===== src/rtl/pmx_pkg.sv =====
package pmx_pkg;
  localparam int unsigned SH_W   = 2;
  localparam int unsigned BODY_W = 64;
  localparam int unsigned BLK_W  = SH_W + BODY_W;
  localparam int unsigned TYPE_W = 8;
  localparam int unsigned MPAY_W = BODY_W - TYPE_W;

  typedef logic [BLK_W-1:0]  blk_t;
  typedef logic [TYPE_W-1:0] btype_t;

  localparam logic [SH_W-1:0] SH_DATA = 2'b01;
  localparam logic [SH_W-1:0] SH_CTRL = 2'b10;
  localparam btype_t TY_IDLE  = 8'h1E;
  localparam btype_t TY_START = 8'h78;

  typedef enum logic [1:0] {
    KIND_STD  = 2'd0,
    KIND_IDLE = 2'd1,
    KIND_MEM  = 2'd2,
    KIND_BAD  = 2'd3
  } kind_e;

  function automatic btype_t blk_type(input blk_t b);
    return b[BODY_W-1 -: TYPE_W];
  endfunction

  // control types that end a frame
  function automatic logic is_term_type(input btype_t t);
    case (t)
      8'h87, 8'h99, 8'hAA, 8'hB4, 8'hCC, 8'hD2, 8'hE1, 8'hFF: return 1'b1;
      default: return 1'b0;
    endcase
  endfunction

  // every control type the ordinary stream may carry
  function automatic logic is_std_type(input btype_t t);
    return is_term_type(t) || (t inside {8'h1E, 8'h2D, 8'h33, 8'h4B, 8'h55, 8'h66, 8'h78});
  endfunction

  function automatic blk_t idle_blk();
    return {SH_CTRL, TY_IDLE, {MPAY_W{1'b0}}};
  endfunction

  function automatic blk_t mem_wrap(input btype_t code, input logic [MPAY_W-1:0] p);
    return {SH_CTRL, code, p};
  endfunction

  function automatic kind_e classify(input blk_t b, input btype_t code);
    if (b[BLK_W-1 -: SH_W] == SH_DATA) return KIND_STD;
    if (b[BLK_W-1 -: SH_W] != SH_CTRL) return KIND_BAD;
    if (blk_type(b) == code)           return KIND_MEM;
    if (blk_type(b) == TY_IDLE)        return KIND_IDLE;
    if (is_std_type(blk_type(b)))      return KIND_STD;
    return KIND_BAD;
  endfunction

  function automatic logic opens_frame(input blk_t b);
    return (b[BLK_W-1 -: SH_W] == SH_CTRL) && (blk_type(b) == TY_START);
  endfunction

  function automatic logic closes_frame(input blk_t b);
    return (b[BLK_W-1 -: SH_W] == SH_CTRL) && is_term_type(blk_type(b));
  endfunction
endpackage


===== src/rtl/pmx_tx_arb.sv =====
module pmx_tx_arb import pmx_pkg::*; #(
  parameter btype_t MEM_CODE = 8'hC3
) (
  input  logic              clk,
  input  logic              rst_n,
  input  logic              std_valid,
  input  blk_t              std_blk,
  output logic              std_ready,
  input  logic              mem_valid,
  input  logic [MPAY_W-1:0] mem_data,
  output blk_t              line_q,
  output logic              pick_mem,
  output logic              pick_std
);
  blk_t line_d;

  // a memory word always claims the slot
  assign pick_mem  = mem_valid;
  assign pick_std  = std_valid && !mem_valid;
  assign std_ready = !mem_valid;

  always_comb begin
    if (pick_mem)      line_d = mem_wrap(MEM_CODE, mem_data);
    else if (pick_std) line_d = std_blk;
    else               line_d = idle_blk();
  end

  always_ff @(posedge clk or negedge rst_n) begin
    if (!rst_n) line_q <= idle_blk();
    else        line_q <= line_d;
  end
endmodule


===== src/rtl/pmx_rx_class.sv =====
module pmx_rx_class import pmx_pkg::*; #(
  parameter btype_t      MEM_CODE = 8'hC3,
  parameter int unsigned CNT_W    = 16
) (
  input  logic              clk,
  input  logic              rst_n,
  input  blk_t              line_rx,
  output logic              std_push,
  output blk_t              std_blk,
  output logic              mem_valid,
  output logic [MPAY_W-1:0] mem_data,
  output logic [CNT_W-1:0]  drop_count,
  output logic              bad_evt
);
  kind_e kind;

  assign kind     = classify(line_rx, MEM_CODE);
  assign std_push = (kind == KIND_STD);
  assign std_blk  = line_rx;
  assign bad_evt  = (kind == KIND_BAD);

  always_ff @(posedge clk or negedge rst_n) begin
    if (!rst_n) begin
      mem_valid  <= 1'b0;
      mem_data   <= '0;
      drop_count <= '0;
    end else begin
      mem_valid <= (kind == KIND_MEM);
      mem_data  <= (kind == KIND_MEM) ? line_rx[MPAY_W-1:0] : '0;
      if (bad_evt && (drop_count != '1)) drop_count <= drop_count + 1'b1;
    end
  end
endmodule


===== src/rtl/pmx_rx_hold.sv =====
module pmx_rx_hold import pmx_pkg::*; #(
  parameter int unsigned DEPTH = 16,
  parameter int unsigned HOLD  = 16
) (
  input  logic clk,
  input  logic rst_n,
  input  logic push,
  input  blk_t push_blk,
  output logic out_valid,
  output blk_t out_blk,
  output logic overflow_evt
);
  localparam int unsigned PW = (DEPTH > 1) ? $clog2(DEPTH) : 1;
  localparam int unsigned CW = $clog2(DEPTH + 1);
  localparam int unsigned TW = $clog2(HOLD + 1) + 2;
  localparam logic [TW-1:0] HOLD_T = TW'(HOLD);
  localparam logic [PW-1:0] LAST  = PW'(DEPTH - 1);
  localparam logic [CW-1:0] FULL  = CW'(DEPTH);

  blk_t          blk_q [DEPTH];
  logic [TW-1:0] ts_q  [DEPTH];
  logic [PW-1:0] wr_q, rd_q;
  logic [CW-1:0] cnt_q;
  logic [TW-1:0] now_q;
  logic          in_frame_q;
  logic [TW-1:0] head_age;
  logic          head_ripe, do_pop, do_push;
  blk_t          head_blk;

  function automatic logic [PW-1:0] ptr_inc(input logic [PW-1:0] p);
    return (p == LAST) ? '0 : p + 1'b1;
  endfunction

  assign head_blk     = blk_q[rd_q];
  assign head_age     = now_q - ts_q[rd_q];
  assign head_ripe    = head_age >= HOLD_T;
  // a frame start waits out the hold, its followers stream behind it
  assign do_pop       = (cnt_q != '0) && (in_frame_q || head_ripe);
  assign do_push      = push && ((cnt_q != FULL) || do_pop);
  assign overflow_evt = push && !do_push;

  always_ff @(posedge clk) begin
    if (do_push) begin
      blk_q[wr_q] <= push_blk;
      ts_q[wr_q]  <= now_q;
    end
  end

  always_ff @(posedge clk or negedge rst_n) begin
    if (!rst_n) begin
      wr_q       <= '0;
      rd_q       <= '0;
      cnt_q      <= '0;
      now_q      <= '0;
      in_frame_q <= 1'b0;
      out_valid  <= 1'b0;
      out_blk    <= '0;
    end else begin
      now_q     <= now_q + 1'b1;
      out_valid <= do_pop;
      out_blk   <= do_pop ? head_blk : '0;
      if (do_push) wr_q <= ptr_inc(wr_q);
      if (do_pop) begin
        rd_q <= ptr_inc(rd_q);
        if (opens_frame(head_blk))       in_frame_q <= 1'b1;
        else if (closes_frame(head_blk)) in_frame_q <= 1'b0;
      end
      case ({do_push, do_pop})
        2'b10:   cnt_q <= cnt_q + 1'b1;
        2'b01:   cnt_q <= cnt_q - 1'b1;
        default: cnt_q <= cnt_q;
      endcase
    end
  end
endmodule


===== src/rtl/pmx_link.sv =====
module pmx_link import pmx_pkg::*; #(
  parameter int unsigned MAX_FRAME = 16,
  parameter int unsigned CNT_W     = 16,
  parameter btype_t      MEM_CODE  = 8'hC3
) (
  input  logic              clk,
  input  logic              rst_n,
  input  logic              std_in_valid,
  input  logic [65:0]       std_in_block,
  output logic              std_in_ready,
  input  logic              mem_in_valid,
  input  logic [55:0]       mem_in_data,
  output logic [65:0]       line_tx,
  input  logic [65:0]       line_rx,
  output logic              mem_out_valid,
  output logic [55:0]       mem_out_data,
  output logic              std_out_valid,
  output logic [65:0]       std_out_block,
  output logic [CNT_W-1:0]  drop_count
);
  localparam int unsigned HOLD = MAX_FRAME;

  logic tx_pick_mem, tx_pick_std;
  logic rx_std_push, rx_bad;
  blk_t rx_std_blk;
  logic hold_overflow;

  pmx_tx_arb #(.MEM_CODE(MEM_CODE)) u_tx (
    .clk(clk), .rst_n(rst_n),
    .std_valid(std_in_valid), .std_blk(std_in_block), .std_ready(std_in_ready),
    .mem_valid(mem_in_valid), .mem_data(mem_in_data),
    .line_q(line_tx), .pick_mem(tx_pick_mem), .pick_std(tx_pick_std)
  );

  pmx_rx_class #(.MEM_CODE(MEM_CODE), .CNT_W(CNT_W)) u_cls (
    .clk(clk), .rst_n(rst_n), .line_rx(line_rx),
    .std_push(rx_std_push), .std_blk(rx_std_blk),
    .mem_valid(mem_out_valid), .mem_data(mem_out_data),
    .drop_count(drop_count), .bad_evt(rx_bad)
  );

  pmx_rx_hold #(.DEPTH(MAX_FRAME), .HOLD(HOLD)) u_hold (
    .clk(clk), .rst_n(rst_n),
    .push(rx_std_push), .push_blk(rx_std_blk),
    .out_valid(std_out_valid), .out_blk(std_out_block),
    .overflow_evt(hold_overflow)
  );
endmodule


===== config.mk =====
export PLATFORM = sky130hd
export DESIGN_NAME = pmx_link
export DESIGN_NICKNAME = d
export VERILOG_FILES = /design/src/rtl/pmx_pkg.sv /design/src/rtl/pmx_tx_arb.sv /design/src/rtl/pmx_rx_class.sv /design/src/rtl/pmx_rx_hold.sv /design/src/rtl/pmx_link.sv
export SDC_FILE = /design/constraint.sdc
export NUM_CORES = 2
export LEC_CHECK = 0
export ABC_AREA = 0
export BUFFER_PORTS_ARGS = -buffer_cell sky130_fd_sc_hd__buf_2
export CAP_MARGIN = 20
export CORE_MARGIN = 2
export CORE_UTILIZATION = 30
export DETAILED_ROUTE_END_ITERATION = 10
export PLACE_DENSITY = 0.5
export SLEW_MARGIN = 25
export SYNTH_ARGS = -nofsm -noshare
export SYNTH_HDL_FRONTEND = slang
export SYNTH_SLANG_ARGS = --single-unit

===== constraint.sdc =====
create_clock -name clk -period 14.21 [get_ports clk]
set_input_delay 0.7105 -clock clk [delete_from_list [all_inputs] [get_ports clk]]
set_output_delay 0.7105 -clock clk [all_outputs]
set_load 0.01 [all_outputs]

* Word level (Yosys, flattened, before mapping)
Memory sizes are Yosys's and may differ from the RTL's.
Cells that the tools add are included.
W data, S select, Z words.
** Storage, ports and cells
- Output and inout port bits :: 207
- Memories :: 2
- Logic and storage cells :: 119
- Register bits after elaboration :: 227
- RAM bits :: 1168
- Input bits :: 192
** Memory list
- u_hold.blk_q :: words 16, width 66, read ports 1, clocked after memory_dff 0, wr ports 1, line pmx_rx_hold.sv:20 : blk_t blk_q [DEPTH];
- u_hold.ts_q :: words 16, width 7, read ports 1, clocked after memory_dff 0, wr ports 1, line pmx_rx_hold.sv:21 : logic [TW-1:0] ts_q [DEPTH];
** Cells by class
- Equality and inequality tests :: 36
- Magnitude comparators :: 1
- Reduce and logical (&&, ||, !) cells :: 18
- Mux-type cells :: 44
- Add/subtract/negate cells :: 7
** Operators with widths (number)
- $mux W66 :: 3
- $eq A8 B8 Y1 const B :: 17
- $mux W56 :: 1
- $eq A8 B7 Y1 const B :: 5
- $mux W1 :: 27
- $mux W2 :: 10
- $add A16 B1 Y16 const B :: 1
- $eq A8 B6 Y1 const B :: 2
- $ne A16 B16 Y1 const B :: 1
- $reduce_or A8 Y1 :: 2
- $pmux W5 S2 :: 1
- $add A4 B1 Y4 const B :: 2
- $eq A2 B2 Y1 const B :: 4
- $eq A4 B4 Y1 const B :: 2
- $eq A8 B5 Y1 const B :: 1
- $mux W4 :: 2
- $add A7 B1 Y7 const B :: 1
- $ge A7 B5 Y1 const B :: 1
- $reduce_bool A7 Y1 :: 1
- $sub A7 B7 Y7 :: 1
- $logic_and A1 B1 Y1 :: 6
- $add A5 B1 Y5 const B :: 1
- $ne A5 B5 Y1 const B :: 1
- $reduce_bool A5 Y1 :: 1
- other kinds (8) :: 12

* Longest topological paths before layout
- Word-level depth :: 27
- Mapped depth :: 23
- Depth with buffers taken out :: 17

* Hierarchy
From an unflattened synthesis, not the netlist that was laid out.
** Unflattened totals
- Cells, all modules :: 2402
- Area total of the unflattened synthesis :: 53367.4 um^2
** By module, submodules not included
- pmx_rx_hold :: instances 1, area an instance 47460.5 um^2, sequential area each 37275.8 um^2, cells each 1951
- pmx_rx_class :: instances 1, area an instance 3563.4 um^2, sequential area each 1826.8 um^2, cells each 296
- pmx_tx_arb :: instances 1, area an instance 2343.5 um^2, sequential area each 1657.8 um^2, cells each 155

* Worst setup path before layout
Ideal clock, no wire load.
- Path type :: register -> register
- Start point :: register u_hold.rd_q[0]
- End point :: memory u_hold.blk_q[11][0] (netlist name), enable pin
- Data arrival time :: 9284 ps
- Path buffers :: 6
- Period minus slack after synthesis :: 9878 ps
- Setup time :: 594 ps
- Stages on the path, launching flop included :: 19
- Path slack :: 4332 ps
- Cell sequence :: dfrtp_1 buf_6 buf_4 buf_2 clkbuf_1 buf_1 mux4_2 mux4_2 inv_1 ha_1 nor2b_1 o211ai_1 a21oi_1 a211oi_1 and4bb_1 nor3_2 buf_2 nand2_1 nor3_1
** Between the ends
- Longest elaborated chain between the ends :: 9
** Ends and longest elaborated chain
- from (decl) :: line pmx_rx_hold.sv:22 : logic [PW-1:0] wr_q, rd_q;
- from (signal assigned) :: line pmx_rx_hold.sv:64 : rd_q <= ptr_inc(rd_q);
- $mem_v2 Z16 W7
- $sub A7 B7 Y7 :: line pmx_rx_hold.sv:35 : assign head_age = now_q - ts_q[rd_q];
- $ge A7 B5 Y1 :: line pmx_rx_hold.sv:36 : assign head_ripe = head_age >= HOLD_T;
- $logic_or A1 B1 Y1 :: line pmx_rx_hold.sv:38 : assign do_pop = (cnt_q != '0) && (in_frame_q || head_ripe);
- $logic_and A1 B1 Y1 :: line pmx_rx_hold.sv:38
- $logic_or A1 B1 Y1 :: line pmx_rx_hold.sv:39 : assign do_push = push && ((cnt_q != FULL) || do_pop);
- $logic_and A1 B1 Y1 :: line pmx_rx_hold.sv:39
- $mux W1 :: line pmx_rx_hold.sv:43 : if (do_push) begin
- $mux W1 (implied by the code) :: line pmx_rx_hold.sv:44 : blk_q[wr_q] <= push_blk;
- to (decl) :: line pmx_rx_hold.sv:20
No other way between the ends.

* Worst setup path after layout
- Start point :: register u_hold.rd_q[1]
- End point :: memory u_hold.blk_q[0][33] (netlist name), enable pin
The elaborated chain is that of the path after synthesis.

==> key figures <==
Critical path
  – Worst path cell trace: buf_4 > buf_4 > mux4_2 > mux4_2 > inv_1 > ha_1 > a21oi_1 > a21oi_1 > a211oi_1 > and4bb_1 > nor3_4 > and3_4 > buf_4
  – Worst endpoint required time: 14.59 ns
  – Maximum cell stage delay along the critical path: 0.91 ns
  – Largest fanout on the critical path: 53
  – Worst setup path class: reg2reg
  – Sum of buffers and inverters on the critical path: 4
  – Capturing element type of the critical path: flip-flop
  – Kind of start point of the critical path: flip-flop
  – Crit path arrival time: 8.06 ns
  – Worst path top cell family by delay: buffers and inverters
  – Cell type of the slowest stage on the worst timing path: and3_4
  – CP dominant cell by count: buf_4

CTS
  – Clock buffer count from CTS: 154
  – TritonCTS clock tree: done
  – Longest Clk Path Bufs: 3
  – Deepest level of the CTS H-tree: 4
  – Clk Tree Root Cell: clkbuf_16
  – Sinks on Clock Net: 1395
  – Clock transition at the registers of the reported paths: 0.06 ns
  – Clock latency reported for the late side of the worst-skew pair: 0.80 ns

Routing
  – Post-detailed-route via-to-cell ratio: 4.75
  – Drt initial violations: 1778
  – Wire length per cell after detailed routing: 25.8 um
  – Via count of the routed design: 25000
  – Number of remaining DRC errors: 0
  – Iteration count of the initial detailed-routing pass: 5
  – Detail Route Antenna Nets: 0
  – Detailed-route wire length: 136000 um

Finish
  – Net count, final: 3012
  – Top library cells by usage in the layout, fill and taps aside: edfxtp_1 (1168), buf_2 (397), mux4_2 (356)
  – Post-Route Utilization: 0.359
  – Count of filler cells inserted in the layout: 16000
  – Synth-to-Final Area Change: 18.9%
  – Filler-free cell count of the finished design: 5261
  – Most common cell after layout, fill and taps aside: edfxtp_1
  – Fraction of layout instances using a drive strength above 1: 0.361

Placement
  – Number of buffers inserted by port buffering: 398
  – Routability-driven placement congestion ratio: 0.784
  – Final HPWL from detailed placement: 80300 um
  – Placed Cells: 4971

Global routing
  – Global-route wire length before repair: 197000 um
  – Pin count of the biggest net entering global routing: 119
  – Tot GR Track Use: 0.152
  – Global route total overflow: 0
  – Antenna violations before repair: 9
  – Vias in the first global route: 26800

Die
  – I/O Pins: 399
  – Row cnt: 153
  – Initial core utilization: 0.302
  – Die area: 0.179 mm^2
  – Die Width: 423 um
  – Die height: 423 um
  – Floorplan core area: 0.174 mm^2

Yosys
  – Sequential area share after synthesis: 0.776
  – Cell area after technology mapping: 0.0525 mm^2
  – Syn Inst Count: 2327
  – Share of synthesized registers carrying an async set or reset: 0.163
  – Number of nets produced by synthesis: 2536
  – Number of enable flip-flop cells after synthesis: 1168
  – Synth Area per Inst: 22.6 um^2
  – Number of storage elements in the synthesis netlist: 1395
  – Post-synth top flop: edfxtp_1
  – Distinct cell type count after synthesis: 61
  – Yosys warns: 0

STA
  – Worst slew margin relative to its limit: 0.316
  – Tightest Pin Transition: 1.03 ns
  – Final sum of negative setup slack: 0 ns
  – Fin crit period: 7.68 ns
  – Tcrit/Tclk final: 0.541
  – Fmax: 0.130 GHz
  – Final hold violations: 0
  – Unrepaired setup endpoints after global routing: false
  – Worst setup skew after layout: 0.0543 ns
  – Finish-stage setup viols: 0
  – Count of pins over their slew limit: 0

Flow run
  – Max cap viols: 0

Worst hold path
  – Path category of the worst min-delay check: in2reg

Power
  – PD cells: 191 mW/mm^2
  – Leakage power total: 21.7 nW
  – Worst IR Drop VDD: 0.138 mV

Outcome
  – Outcome: finished, final reports clean
==> cell type report <==
class / instances / area, um^2 / area share
sequential: 1395 / 40800 / 0.653
multi-input combinational: 791 / 11200 / 0.180
inverter: 22 / 87.6 / 0.00140
clock inverter: 81 / 883 / 0.0141
antenna: 5 / 12.5 / 0.000200
timing repair buffer: 439 / 2350 / 0.0376
clock buffer: 203 / 4220 / 0.0675
tap: 2325 / 2910 / 0.0466
==> cells in the mapped netlist, types with 3 or more instances <==
master	count	area, um^2
a31oi_1	3	18.8
nor2_1	28	105
nor2b_1	69	432
nor4bb_1	5	50.1
and3_1	72	450
inv_1	21	78.8
mux2_2	3	33.8
nand2b_1	4	25.0
nand2_1	26	97.6
a221oi_2	4	60.1
mux4_1	3	78.8
a22o_1	60	526
nor4_1	7	43.8
buf_6	5	56.3
and2_1	7	43.8
nor3_1	6	30.0
a21oi_1	15	75.1
mux2i_1	9	90.1
xnor2_1	12	105
o211ai_1	5	37.5
a21o_1	4	30.0
nand4_1	7	43.8
ha_1	16	200
mux2_1	3	33.8
mux4_2	356	8020
buf_1	19	71.3
and2b_1	5	37.5
edfxtp_1	1168	35100
nand3_1	12	60.1
dfrtp_1	222	5560
o21ai_0	7	35.0
o21bai_1	4	30.0
xor2_1	14	123
buf_2	24	120
dfstp_2	5	131
clkbuf_1	67	251
==> cell families (layout without fill, tap and decap cells) <==
| logic type | after synthesis | after routing | synth area share |
|---|---|---|---|
| other | 0 | 5 | 0 |
| multiplexers | 374 | 374 | 0.157 |
| AO/OA/AOI/OAI | 112 | 112 | 0.0170 |
| flip-flops | 1395 | 1395 | 0.776 |
| XOR/XNOR | 26 | 26 | 0.00433 |
| AND/OR/NAND/NOR | 262 | 262 | 0.0295 |
| adder cells (fa/ha/maj) | 17 | 17 | 0.00419 |
| buffers and inverters | 141 | 745 | 0.0122 |
==> timing repair <==
action / CTS / global route
buffers inserted: 0 / 0
hold buffers: 1 / 0
hold endpoints to repair: 63 / 0
gates resized for setup: 0 / 0
==> layer usage <==
metal  wire length (um)  vias to the layer above  global-route usage
met1              57800                    13500               0.197
met3               5870                      191              0.0289
met2              68600                      668               0.258
met4               3590                        0              0.0454
met5                  0                        -                   0
li1                   -                    10700                   -
==> registers in the layout, summed over array words and instances (netlist names) <==
register	cells
u_hold.in_frame_q	1
u_hold.out_valid	1
u_hold.blk_q	1056
u_hold.ts_q	112
u_hold.now_q	7
u_hold.cnt_q	5
u_hold.wr_q	4
u_hold.out_blk	66
u_cls.drop_count	16
u_tx.line_q	66
u_hold.rd_q	4
u_cls.mem_valid	1
u_cls.mem_data	56
==> worst register-to-register path, stage by stage (launching register included) <==
cell	delay, ns
dfrtp_4	0.79
buf_4	0.76
buf_4	0.84
mux4_2	0.47
mux4_2	0.49
inv_1	0.08
ha_1	0.24
a21oi_1	0.31
a21oi_1	0.15
a211oi_1	0.42
and4bb_1	0.29
nor3_4	0.76
and3_4	0.94
buf_4	0.72
==> where the power goes <==
| part | internal, mW | switching (mW) | total (mW) |
|---|---|---|---|
| logic | 1.41 | 1.55 | 2.96 |
| registers | 4.77 | 0.226 | 5.00 |
| clock network | 2.31 | 1.67 | 3.99 |
==> metrics by stage <==
stage | worst slack (ns) | hold slack, ns | area (um^2) | total power, mW
6_report | 6.53 | 0.133 | 62500 | 11.9
5_1_grt | 6.13 | 0.0970 | 62500 | 12.5
4_1_cts | 6.43 | 0.0518 | 62500 | 12.2
3_5_place_dp | 6.46 | 0.483 | 57400 | 8.15
3_3_place_gp | 6.46 | 0.483 | 57300 | 8.15
2_1_floorplan | 4.33 | 0.415 | 52500 | 7.03
==> final timing paths <==
| check | start | endpoint | slack [ns] | cells past startpoint |
|---|---|---|---|---|
| worst max-delay path | u_hold.rd_q[1] | u_hold.blk_q[0][33] | 6.53 | 13 |
| worst min-delay path | std_in_block[61] | u_tx.line_q[61] | 0.13 | 2 |
| worst max register to register | u_hold.rd_q[1] | u_hold.blk_q[0][33] | 6.53 | 13 |
| worst min register to register | u_cls.drop_count[14] | u_cls.drop_count[14] | 0.49 | 1 |
| max in group asynchronous | rst_n | u_cls.mem_data[44] | 11.72 | 4 |
| min in group asynchronous | rst_n | u_cls.drop_count[0] | 0.48 | 2 |
Power figures use the tool's default switching activity.
